[src/rtl/rob_pkg.sv]
package rob_pkg;
  // Write strobes from control to the entry storage
  typedef struct packed {
    logic allocWe;
    logic cplWe;
  } robStrobe_t;
endpackage

[src/rtl/rob_store.sv]
module rob_store
  import rob_pkg::*;
#(
  parameter int IDX_W = 3,
  parameter int PC_W  = 16
) (
  input  logic             clk,
  input  logic             rst_n,
  input  robStrobe_t       strobe,
  input  logic [IDX_W-1:0] allocIdx,
  input  logic [PC_W-1:0]  allocPc,
  input  logic             allocIsBranch,
  input  logic             allocIsStore,
  input  logic [IDX_W-1:0] cplIdx,
  input  logic             cplFault,
  input  logic             cplMisp,
  input  logic [PC_W-1:0]  cplTarget,
  input  logic [IDX_W-1:0] headIdx,
  output logic             headDone,
  output logic             headFault,
  output logic             headMisp,
  output logic             headIsStore,
  output logic [PC_W-1:0]  headPc,
  output logic [PC_W-1:0]  headTarget
);
  localparam int DEPTH = 1 << IDX_W;

  logic [PC_W-1:0] pcMem [DEPTH];
  logic [PC_W-1:0] tgtMem [DEPTH];
  logic [DEPTH-1:0] doneV, faultV, mispV, brV, stV;

  always_ff @(posedge clk or negedge rst_n) begin
    if (!rst_n) begin
      doneV  <= '0;
      faultV <= '0;
      mispV  <= '0;
      brV    <= '0;
      stV    <= '0;
      for (int i = 0; i < DEPTH; i++) begin
        pcMem[i]  <= '0;
        tgtMem[i] <= '0;
      end
    end else begin
      for (int i = 0; i < DEPTH; i++) begin
        if (strobe.allocWe && allocIdx == IDX_W'(i)) begin
          pcMem[i]  <= allocPc;
          brV[i]    <= allocIsBranch;
          stV[i]    <= allocIsStore;
          doneV[i]  <= 1'b0;
          faultV[i] <= 1'b0;
          mispV[i]  <= 1'b0;
        end else if (strobe.cplWe && cplIdx == IDX_W'(i)) begin
          doneV[i]  <= 1'b1;
          faultV[i] <= cplFault;
          mispV[i]  <= cplMisp & brV[i] & ~cplFault;
          tgtMem[i] <= cplTarget;
        end
      end
    end
  end

  assign headDone    = doneV[headIdx];
  assign headFault   = faultV[headIdx];
  assign headMisp    = mispV[headIdx];
  assign headIsStore = stV[headIdx];
  assign headPc      = pcMem[headIdx];
  assign headTarget  = tgtMem[headIdx];
endmodule

[src/rtl/rob_ctrl.sv]
module rob_ctrl
  import rob_pkg::*;
#(
  parameter int IDX_W    = 3,
  parameter int PC_W     = 16,
  parameter int RESET_PC = 0
) (
  input  logic             clk,
  input  logic             rst_n,
  input  logic             allocValid,
  input  logic [PC_W-1:0]  allocPc,
  input  logic             cplValid,
  input  logic [IDX_W-1:0] cplTag,
  input  logic             cplFault,
  input  logic             cplMispredict,
  input  logic [PC_W-1:0]  cplTarget,
  input  logic             irqReq,
  input  logic             headDone,
  input  logic             headFault,
  input  logic             headMisp,
  input  logic             headIsStore,
  input  logic [PC_W-1:0]  headPc,
  input  logic [PC_W-1:0]  headTarget,
  output robStrobe_t       strobe,
  output logic [IDX_W-1:0] headIdx,
  output logic [IDX_W-1:0] tailIdx,
  output logic             allocReady,
  output logic             retireValid,
  output logic [PC_W-1:0]  retirePc,
  output logic             storeRetire,
  output logic             redirectValid,
  output logic [PC_W-1:0]  redirectPc,
  output logic             excValid,
  output logic [PC_W-1:0]  excPc,
  output logic             irqTaken,
  output logic [PC_W-1:0]  resumePc
);
  localparam int DEPTH = 1 << IDX_W;
  localparam int PTR_W = IDX_W + 1;

  logic [PTR_W-1:0] headPtr, tailPtr, headNext, tailNext, count, squashTail;
  logic [PC_W-1:0]  nextFetch, fetchNext;
  logic [IDX_W-1:0] cplAge;
  logic empty, full, headReady, excTake, irqTake, irqRetire;
  logic cplLive, mispTake, flushing, allocFire;

  assign count   = tailPtr - headPtr;
  assign empty   = (count == '0);
  assign full    = (count == PTR_W'(DEPTH));
  assign headIdx = headPtr[IDX_W-1:0];
  assign tailIdx = tailPtr[IDX_W-1:0];

  // Event arbitration: head fault, then interrupt, then mispredict
  assign headReady = !empty && headDone;
  assign excTake   = headReady && headFault;
  assign irqTake   = irqReq && !excTake;
  assign irqRetire = irqTake && headReady && headMisp;
  assign cplAge    = cplTag - headIdx;
  assign cplLive   = cplValid && ({1'b0, cplAge} < count);
  assign mispTake  = cplLive && cplMispredict && !cplFault && !excTake && !irqTake;
  assign flushing  = excTake || irqTake || mispTake;
  assign allocReady = !full && !flushing;
  assign allocFire  = allocValid && allocReady;
  assign squashTail = headPtr + {1'b0, cplAge} + PTR_W'(1);

  assign strobe.allocWe = allocFire;
  assign strobe.cplWe   = cplLive && !excTake && !irqTake;

  assign retireValid   = (headReady && !headFault && !irqTake) || irqRetire;
  assign retirePc      = headPc;
  assign storeRetire   = retireValid && headIsStore;
  assign redirectValid = mispTake;
  assign redirectPc    = cplTarget;
  assign excValid      = excTake;
  assign excPc         = headPc;
  assign irqTaken      = irqTake;
  assign resumePc      = irqRetire ? headTarget : (empty ? nextFetch : headPc);

  always_comb begin
    headNext  = headPtr + PTR_W'(retireValid);
    tailNext  = tailPtr;
    fetchNext = nextFetch;
    if (excTake) begin
      tailNext  = headPtr;
      fetchNext = headPc;
    end else if (irqTake) begin
      tailNext  = headNext;
      fetchNext = resumePc;
    end else if (mispTake) begin
      tailNext  = squashTail;
      fetchNext = cplTarget;
    end else if (allocFire) begin
      tailNext  = tailPtr + PTR_W'(1);
      fetchNext = allocPc + PC_W'(1);
    end
  end

  always_ff @(posedge clk or negedge rst_n) begin
    if (!rst_n) begin
      headPtr   <= '0;
      tailPtr   <= '0;
      nextFetch <= PC_W'(RESET_PC);
    end else begin
      headPtr   <= headNext;
      tailPtr   <= tailNext;
      nextFetch <= fetchNext;
    end
  end

  a_r1_no_overflow: assert property (@(posedge clk) disable iff (!rst_n)
    (tailPtr - headPtr) <= PTR_W'(DEPTH));
  a_r3_squash_shrinks: assert property (@(posedge clk) disable iff (!rst_n)
    redirectValid |=> ((tailPtr - headPtr) <= $past(tailPtr - headPtr)));
  a_r5_exc_empties: assert property (@(posedge clk) disable iff (!rst_n)
    excValid |=> (tailPtr == headPtr));
  a_r6_irq_empties: assert property (@(posedge clk) disable iff (!rst_n)
    irqTaken |=> (tailPtr == headPtr));
  a_r9_exc_wins: assert property (@(posedge clk) disable iff (!rst_n)
    excValid |-> (!irqTaken && !redirectValid && !retireValid));
  a_r9_irq_beats_misp: assert property (@(posedge clk) disable iff (!rst_n)
    irqTaken |-> !redirectValid);
endmodule

[src/rtl/rob_core.sv]
module rob_core
  import rob_pkg::*;
#(
  parameter int IDX_W    = 3,
  parameter int PC_W     = 16,
  parameter int RESET_PC = 0
) (
  input  logic             clk,
  input  logic             rst_n,
  input  logic             allocValid,
  input  logic [PC_W-1:0]  allocPc,
  input  logic             allocIsBranch,
  input  logic             allocIsStore,
  output logic             allocReady,
  output logic [IDX_W-1:0] allocTag,
  input  logic             cplValid,
  input  logic [IDX_W-1:0] cplTag,
  input  logic             cplFault,
  input  logic             cplMispredict,
  input  logic [PC_W-1:0]  cplTarget,
  input  logic             irqReq,
  output logic             retireValid,
  output logic [PC_W-1:0]  retirePc,
  output logic             storeRetire,
  output logic             redirectValid,
  output logic [PC_W-1:0]  redirectPc,
  output logic             excValid,
  output logic [PC_W-1:0]  excPc,
  output logic             irqTaken,
  output logic [PC_W-1:0]  resumePc
);
  robStrobe_t       strobe;
  logic [IDX_W-1:0] headIdx;
  logic             headDone, headFault, headMisp, headIsStore;
  logic [PC_W-1:0]  headPc, headTarget;

  rob_ctrl #(.IDX_W(IDX_W), .PC_W(PC_W), .RESET_PC(RESET_PC)) u_ctrl (
    .clk(clk), .rst_n(rst_n),
    .allocValid(allocValid), .allocPc(allocPc),
    .cplValid(cplValid), .cplTag(cplTag), .cplFault(cplFault),
    .cplMispredict(cplMispredict), .cplTarget(cplTarget),
    .irqReq(irqReq),
    .headDone(headDone), .headFault(headFault), .headMisp(headMisp),
    .headIsStore(headIsStore), .headPc(headPc), .headTarget(headTarget),
    .strobe(strobe), .headIdx(headIdx), .tailIdx(allocTag),
    .allocReady(allocReady),
    .retireValid(retireValid), .retirePc(retirePc), .storeRetire(storeRetire),
    .redirectValid(redirectValid), .redirectPc(redirectPc),
    .excValid(excValid), .excPc(excPc),
    .irqTaken(irqTaken), .resumePc(resumePc)
  );

  rob_store #(.IDX_W(IDX_W), .PC_W(PC_W)) u_store (
    .clk(clk), .rst_n(rst_n), .strobe(strobe),
    .allocIdx(allocTag), .allocPc(allocPc),
    .allocIsBranch(allocIsBranch), .allocIsStore(allocIsStore),
    .cplIdx(cplTag), .cplFault(cplFault), .cplMisp(cplMispredict),
    .cplTarget(cplTarget), .headIdx(headIdx),
    .headDone(headDone), .headFault(headFault), .headMisp(headMisp),
    .headIsStore(headIsStore), .headPc(headPc), .headTarget(headTarget)
  );
endmodule

[config.mk]
export PLATFORM = sky130hd
export DESIGN_NAME = rob_core
export DESIGN_NICKNAME = d
export VERILOG_FILES = /design/src/rtl/rob_pkg.sv /design/src/rtl/rob_store.sv /design/src/rtl/rob_ctrl.sv /design/src/rtl/rob_core.sv
export SDC_FILE = /design/constraint.sdc
export NUM_CORES = 1
export LEC_CHECK = 0
export ABC_CLOCK_PERIOD_IN_PS = 6280
export CAP_MARGIN = 20
export CORE_UTILIZATION = 40
export DETAILED_ROUTE_END_ITERATION = 10
export DONT_BUFFER_PORTS = 1
export PLACE_DENSITY = 0.63
export SLEW_MARGIN = 10
export SYNTH_ARGS = -nofsm -noshare
export SYNTH_HDL_FRONTEND = slang
export SYNTH_SLANG_ARGS = --single-unit
[constraint.sdc]
create_clock -name clk -period 6.28 [get_ports clk]
set_clock_uncertainty 0.05 [all_clocks]
set_input_delay 0.628 -clock clk [delete_from_list [all_inputs] [get_ports clk]]
set_output_delay 0.628 -clock clk [all_outputs]
set_load 0.02 [all_outputs]
* Word level (Yosys, flattened, before mapping) *
Cells that the tools add are included.
Widths: inputs -> output; s select.

storage, ports and cells
  input port bits = 44
  output and inout port bits = 73
  flip-flop bits (word level) = 320
  word-level logic and storage cells = 245

cells by class
  eq/ne operators = 15
  muxes and demuxes = 72
  $add $sub $neg = 7
  reduce and logical (&&, ||, !) cells = 63
  order comparisons = 3
  bitwise operators = 26

operators with widths
  operator               count
  $mux 16                10
  $bmux 16 s3            2
  $mux 1                 52
  $logic_and 1x1->1      33
  $eq 3x3->1 const B     8
  $add 16x1->16 const B  1
  $and 1x1->1            16
  $mux 4                 4
  $reduce_and 2->1       8
  $reduce_bool 2->1      8
  $bmux 1 s3             4
  $eq 3x2->1 const B     4
  $not 1->1              9
  $add 4x1->4 const B    2
  $logic_not 1->1        7
  $eq 3x1->1 const B     2
  $logic_not 3->1        2
  $add 4x1->4            1
  $add 4x3->4            1
  $eq 4x4->1 const B     1
  $ge 4x4->1 const B     1
  $logic_not 4->1        1
  $lt 3x4->1             1
  $lt 3x4->1 const B     1
  5 further kinds        7

* Depth between registers and ports, before layout *
Gate-level depths: netlist of the first run.

  depth in word-level cells = 17
  depth in mapped cells = 18
  depth with buffers taken out = 14

* Cells and area by module *
From an unflattened synthesis of the first run, not the netlist that was laid out.

unflattened totals
  cell total of the unflattened synthesis = 1415
  area, all modules = 17093.9 um^2

by module, submodules not included
  module     sequential area each (um^2)  cells each  instances  area each (um^2)
  rob_store  7407.1                       979         1          13590.5
  rob_ctrl   600.6                        436         1          3503.4

* Worst setup path after synthesis of the first run *
No wires, ideal clock.

  kind = reg2out
  start point = reg u_ctrl.headPtr[1]
  end point = out resumePc[10]
  cell stages (with the launch flop) = 12
  path buffers = 4
  setup slack = 1.685 ns
  arrival = 3.917 ns
  cell sequence = dfrtp_1 buf_1 buf_1 clkbuf_1 inv_1 fa_1 xnor2_1 and3_1 a31oi_1 nand4_1 clkbuf_1 mux2i_1

on the way
  word-level cells in the longest chain between the ends = 10
  elaborated cells between the ends (all ways) = 24

ends and longest elaborated chain
  what                             RTL line         source
  start: declaration               rob_ctrl.sv:41   logic [PTR_W-1:0] headPtr, tailPtr, headNext, tailNext, count, squashTail;
  start signal: assignment         rob_ctrl.sv:104  headPtr <= headNext;
  $sub 4x4->4                      rob_ctrl.sv:47   assign count = tailPtr - headPtr;
  $logic_not 4->1                  rob_ctrl.sv:48   assign empty = (count == '0);
  $logic_not 1->1                  rob_ctrl.sv:54   assign headReady = !empty && headDone;
  $logic_and 1x1->1                rob_ctrl.sv:54
  $logic_and 1x1->1                rob_ctrl.sv:55   assign excTake = headReady && headFault;
  $logic_not 1->1                  rob_ctrl.sv:56   assign irqTake = irqReq && !excTake;
  $logic_and 1x1->1                rob_ctrl.sv:56
  $logic_and 1x1->1 (2 in series)  rob_ctrl.sv:57   assign irqRetire = irqTake && headReady && headMisp;
  $mux 16 (*)                      rob_ctrl.sv:77   assign resumePc = irqRetire ? headTarget : (empty ? nextFetch : headPc);
  end: declaration                 rob_core.sv:30   output logic [PC_W-1:0] resumePc

Mark *: on every way between the ends. The rest lies on a longest branch, timed or not. The select of a mux whose other input is x is not followed.

* Final worst setup path of the first run *
  start point = reg u_ctrl.headPtr[1]
  end point = out resumePc[14]

The elaborated chain is that of the path after synthesis.

==> results of run 1 <==
## per-stage QoR
| step | hold slack, ns | instance area [sq um] | utilization [%] | total power, uW | worst slack, ns |
|---|---|---|---|---|---|
| floorplan | 0.282 | 16400 | - | 7440 | 1.68 |
| global placement | 0.309 | 16500 | 41.3 | 8400 | 1.27 |
| detailed placement | 0.307 | 16600 | 41.5 | 8540 | 1.22 |
| CTS | -0.240 | 17800 | 44.6 | 10700 | 0.901 |
| global route | -0.250 | 17800 | 44.6 | 11300 | 0.785 |
| finish | -0.226 | 17800 | 44.6 | 10700 | 0.910 |
## area by class of cell
cell class	count	area, sq um
Clock buffer	58	1150
Timing Repair Buffer	30	260
Multi-Input combinational cell	741	7600
Clock inverter	7	96.3
Inverter	20	75.1
Tap cell	525	657
Fill cell	3645	22200
Sequential cell	320	8020
## critical path: cells and delay by family, from the launching register on
family | cells | cell delay (ns)
flip-flops | 1 | 0.80
multiplexers | 3 | 1.05
buffers and inverters | 2 | 1.11
AND/OR/NAND/NOR | 1 | 0.78
AO/OA/AOI/OAI | 1 | 0.36
## flip-flops by register name (all words and copies together) (netlist names), 8 cells and up
signal and flops:
u_store.pcMem 128, u_store.tgtMem 128, u_ctrl.nextFetch 16, u_store.brV 8, u_store.doneV 8, u_store.faultV 8, u_store.mispV 8, u_store.stV 8
## path summary, 6_finish.rpt
path | endpoint
hold / removal | u_store.stV[3]
setup reg to reg | u_store.tgtMem[40]
min in group clk | u_store.tgtMem[29]
setup / recovery | resumePc[14]
hold reg to reg | u_store.tgtMem[73]
max in group asynchronous | u_ctrl.headPtr[1]
## layout by cell type (no fill, tap or decap), types with 4 or more instances in the layout
master     netlist  final
dfrtp_1        320    318
mux2_2         217    217
mux2i_1         75     75
mux4_2          72     72
nand2_1         71     71
clkbuf_16        0     38
mux2_1          35     35
nor2_1          32     32
nand3_1         29     29
a21oi_1         27     27
buf_4           41     27
mux2_4          25     25
xnor2_1         19     19
inv_1           17     17
ha_1            17     17
nand2b_1        16     16
o22ai_1         16     16
o21ai_0         15     15
clkbuf_8         0     12
and2_1          10     10
clkbuf_1        44      8
nand4_1          5      5
and4_1           5      5
nor4_4           4      4
a22oi_1          4      4
clkinv_2         0      4
## metal layers
layer  vias up  track usage (%)  wire [um]
li1       4231                -          -
met4         0             5.86        927
met3        55             3.83       1980
met1      5136             26.6      17800
met2       199             32.7      19400
met5         -                0          0
## power breakdown
part           leakage, uW  switching, uW  internal, uW
Combinational      0.00343           2670          2180
Sequential         0.00400            595          3050
Clock             0.000615            849          1330
Total              0.00804           4120          6560
## cells by family (layout without fill, tap and decap cells)
logic type	Yosys count	after routing	share of synthesized area, %
adders and majority gates	20	20	1.67
xor gates and xnor gates	23	23	1.32
buffers and inverters	145	115	4.61
muxes	424	424	34.2
and+or+nand+nor	187	187	5.99
AOI/OAI and AO/OA	87	87	3.30
DFF	320	320	49.0
==> impl_metrics.tcl, run 1 <==
set metrics [dict create \
    syn_area_sq_um 16400 \
    ys_types 55 \
    cts_resized 0 \
    yosysWarnings 0 \
    final_layout_size_suffix_gt1_share_pct 35.3 \
    drcViolationCount 0 \
    wire_per_inst_um 23.6 \
    p_per_area_nw_per_um2 598 \
    placedCellCount 1636 \
    required_ns 5.60 \
    synth_common_cells "320 x dfrtp_1, 217 x mux2_2, 75 x mux2i_1" \
    die_w_um 204 \
    cts_buffer_depth 3 \
    critPathLaunch "u_ctrl.headPtr[1]" \
    clk_pin_slew_ns 0.06 \
    numCtsBuffers 36 \
    relSlewSlack_pct 30.7 \
    num_rows 73 \
    ys_seq_area_share_pct 49.0 \
    crit_path_start_kind "flop" \
    cp.arrival_ns 4.69 \
    ff2ff_path_depth 12 \
    grt_max_degree 321 \
    nNetsFinal 1213 \
    vias 9621 \
    post_cts_buffers 0 \
    worstPathCellList "buf_4 > mux4_2 > mux2i_1 > a31oi_1 > nand4_1 > buf_4 > mux2i_1" \
    max_stage_delay_ns 0.80 \
    hold_class "in2async" \
    synthArstFlopShare_pct 100 \
    fp.dieH_um 204 \
    port_buffers 0 \
    antenna_left 0 \
    grt_pass1_vias 10200 \
    stdcell_count 1701 \
    slew_violations 0 \
    grt_pass1_wl_um 63000 \
    worstMarginPinSlew_ns 1.04 \
    timing.setup.tns_ns 0 \
    core_sq_um 40000 \
    dr.pass1.iters 5 \
    synth_top_cell_by_area "dfrtp_1" \
    cap_violations 0 \
    grtUsageTotal_pct 19.9 \
    yosysMostFrequentCell "dfrtp_1" \
    area_growth_pct 9.13 \
    clkSinkCount 320 \
    synth_edf_count 0 \
    insertion_delay_ns 0.52 \
    avgViaCountPerCell 5.66 \
    rr_startpoint "u_ctrl.headPtr[1]" \
    synthCells 1206 \
    r2r_slack_ns 1.29 \
    cp_max_fo 40 \
    finalHoldViolCount 320 \
    start_util_pct 40.9 \
    gp_congestion 0.900 \
    root_buffer "clkbuf_16" \
    syn_avg_cell_area_sq_um 13.6 \
    cp-end-kind "primary output" \
    rsz0062_at_grt "no" \
    failed_checks "negative hold slack" \
    fin_hold_ws_ns -0.226 \
    overflow 0 \
    yosys-top-cells-area "dfrtp_1 49%, mux2_2 15%, mux4_2 9.9%" \
    setup.worst_path.class "reg2out" \
    status "finished with violations" \
    fin_crit_sh_pct 85.5 \
    synth-seq-cells 320 \
    peakVddDrop_v 0.000196 \
    min_period_ns 5.37 \
    dpl.hpwl_um 26400 \
    max_freq_mhz 186 \
    ioPinCount 117 \
    drt-total-wl_um 40200 \
    p_leak_uw 0.00804 \
    cp_slowest_cell "dfrtp_4" \
    die_area_sq_um 41700 \
    grt_antenna_before_repair 0 \
    synth_ff_type "dfrtp_1" \
    setup_viol 0 \
    drt_iter0_drc 599 \
    n_antenna_cell 0 \
    synth_top_cell_area_share_pct 49.0 \
    cts_tree "done" \
    synth_nets 1270 \
    htreeDepth 2 \
]
No activity file was read; power rests on OpenSTA's default activity.
==> inputs of run 2 (changes only) <==
- ABC_CLOCK_PERIOD_IN_PS: 6280 -> 5100
- CAP_MARGIN: 20 -> 25
- GPL_TIMING_DRIVEN: default -> 0
- clock period: 6.28 -> 5.1 ns (I/O delays scaled with it)
==> impl_metrics.tcl, run 2 (same netlist as run 1, synthesis figures left out) <==
set metrics [dict create \
    cts_buffer_depth 3 \
    fp.dieH_um 204 \
    cts_tree "done" \
    min_period_ns 4.78 \
    final_cell_mix "320 x dfrtp_1, 217 x mux2_2, 72 x mux4_2, 69 x nand2_1, 65 x mux2i_1" \
    max_freq_mhz 209 \
    cap_violations 0 \
    grtUsageTotal_pct 21.0 \
    drt_iter0_drc 617 \
    num_rows 73 \
    worstReg2RegEnd "u_store.tgtMem[12]" \
    reg_top3 "u_store.pcMem: 128 flops, u_store.tgtMem: 128 flops, u_ctrl.nextFetch: 16 flops" \
    grt_pass1_wl_um 65700 \
    status "finished with violations" \
    cp-end-kind "flop" \
    failed_checks "negative hold slack" \
    gp_congestion 0.920 \
    area_growth_pct 13.0 \
    clkSinkCount 320 \
    wire_per_inst_um 23.5 \
    dr.pass1.iters 7 \
    avgViaCountPerCell 5.58 \
    grt_pass1_vias 10500 \
    rsz0062_at_grt "no" \
    port_buffers 0 \
    crit_path_start_kind "flop" \
    stdcell_count 1801 \
    worstMarginPinSlew_ns 0.955 \
    hold_class "in2async" \
    vias 10000 \
    nNetsFinal 1314 \
    worst_slack_ns 0.322 \
    core_sq_um 40000 \
    post-place-ws_ns -1.46 \
    cp_max_fo 19 \
    setup.worst_path.class "reg2reg" \
    p_leak_uw 0.00826 \
    ff2ff_path_depth 17 \
    grt_antenna_before_repair 1 \
    fin_crit_sh_pct 93.7 \
    final_common_cell "dfrtp_1" \
    insertion_delay_ns 0.54 \
    timing.setup.tns_ns 0 \
    fin_hold_ws_ns -0.363 \
    drcViolationCount 0 \
    die_area_sq_um 41700 \
    required_ns 5.47 \
    root_buffer "clkbuf_16" \
    start_util_pct 40.9 \
    dpl.hpwl_um 29700 \
    overflow 0 \
    setup_viol 0 \
    peakVddDrop_v 0.000434 \
    die_w_um 204 \
    max_stage_delay_ns 0.50 \
    cp.arrival_ns 5.14 \
    worst_path_most_repeated_cell "buf_6" \
    grt_max_degree 321 \
    drt-total-wl_um 42400 \
    n_antenna_cell 0 \
    relSlewSlack_pct 36.3 \
    rr_startpoint "u_ctrl.headPtr[1]" \
    worstPathCellList "buf_4 > buf_6 > inv_1 > fa_1 > xnor2_1 > and3_1 > a31oi_1 > nand2b_1 > buf_4 > inv_2 > or2_4 > buf_6 > nor4_4 > nand2b_1 > buf_2 > buf_6 > mux2_1" \
    htreeDepth 2 \
    slew_violations 0 \
    r2r_slack_ns 0.32 \
    numCtsBuffers 38 \
    placedCellCount 1732 \
    fillers 3564 \
    final_layout_size_suffix_gt1_share_pct 36.9 \
    worstSetupEndpoint "u_store.tgtMem[12]" \
    critPathLaunch "u_ctrl.headPtr[1]" \
    ioPinCount 117 \
    finalHoldViolCount 320 \
    p_per_area_nw_per_um2 746 \
    antenna_left 0 \
    clk_pin_slew_ns 0.06 \
    cp_slowest_cell "dfrtp_1" \
]
==> run 2: cell types whose count changed in the layout (fill, tap and decap cells not counted), sizes merged, moves of 2 or more <==
cell      change
clkinvlp      +2
bufinv        +2
buf          +54
clkbuf       +37
inv           +3
==> run 2: per-layer routing <==
metal  up-vias  track usage (%)  share of wire, %
met3        88             4.05               4.7
met5         -                0             0.040
li1       4441                -                 -
met4         2             7.70               3.3
met2       218             32.9                47
met1      5292             29.0                45
==> run 2: area by class of cell <==
type,count,area [sq um],area share (%)
buffer,123,699,3.78
sequential,320,8010,43.3
clock inverter,15,203,1.10
tap,525,657,3.55
timing repair buffer,6,71.3,0.386
clock buffer,51,1080,5.85
inverter,20,75.1,0.406
multi-input combinational,741,7690,41.6
==> run 2: power breakdown <==
group	leakage [uW]	internal [uW]	switching, uW	total (uW)
clock	0.000630	1700	1090	2790
combinational	0.00363	2950	3670	6620
sequential	0.00400	3750	619	4370
total	0.00826	8400	5380	13800
==> run 2: what timing repair did <==
| item | 4_1_cts | 5_1_grt |
|---|---|---|
| pin swaps | 3 | 0 |
| endpoints found under the setup margin | 339 | 80 |
| buffers inserted | 2 | 0 |
| gates resized for setup | 31 | 2 |
| hold endpoints to repair | 320 | 320 |
==> run 2: worst min-delay path by stage <==
stage,slack (ns),end,start,cells after the start
finish,-0.36,u_store.pcMem[97],rst_n,0
global route,-0.38,u_store.pcMem[97],rst_n,0
CTS,-0.37,u_store.pcMem[64],rst_n,0
detailed placement,0.19,u_store.pcMem[81],rst_n,0
global placement,0.19,u_store.pcMem[97],rst_n,0
floorplan,0.16,u_ctrl.headPtr[0],rst_n,0
==> run 2: critical path, delay by kind of cell (launching register included) <==
kind,cells,cell delay [ns]
buffers and inverters,8,1.64
flip-flops,1,0.50
adder cells (fa/ha/maj),1,0.43
AND/OR/NAND/NOR,5,1.32
AO/OA/AOI/OAI,1,0.16
multiplexers,1,0.31
XOR/XNOR,1,0.24
==> run 2: through the flow <==
stage	total power [uW]	instance area, sq um	hold WS, ns	util (%)
after CTS	13800	18400	-0.370	46.1
after global routing	14600	18500	-0.382	46.2
final	13800	18500	-0.363	46.2
after floorplan	9170	16400	0.164	-
after global placement	10600	17000	0.192	42.5
after detailed placement	10800	17000	0.191	42.6
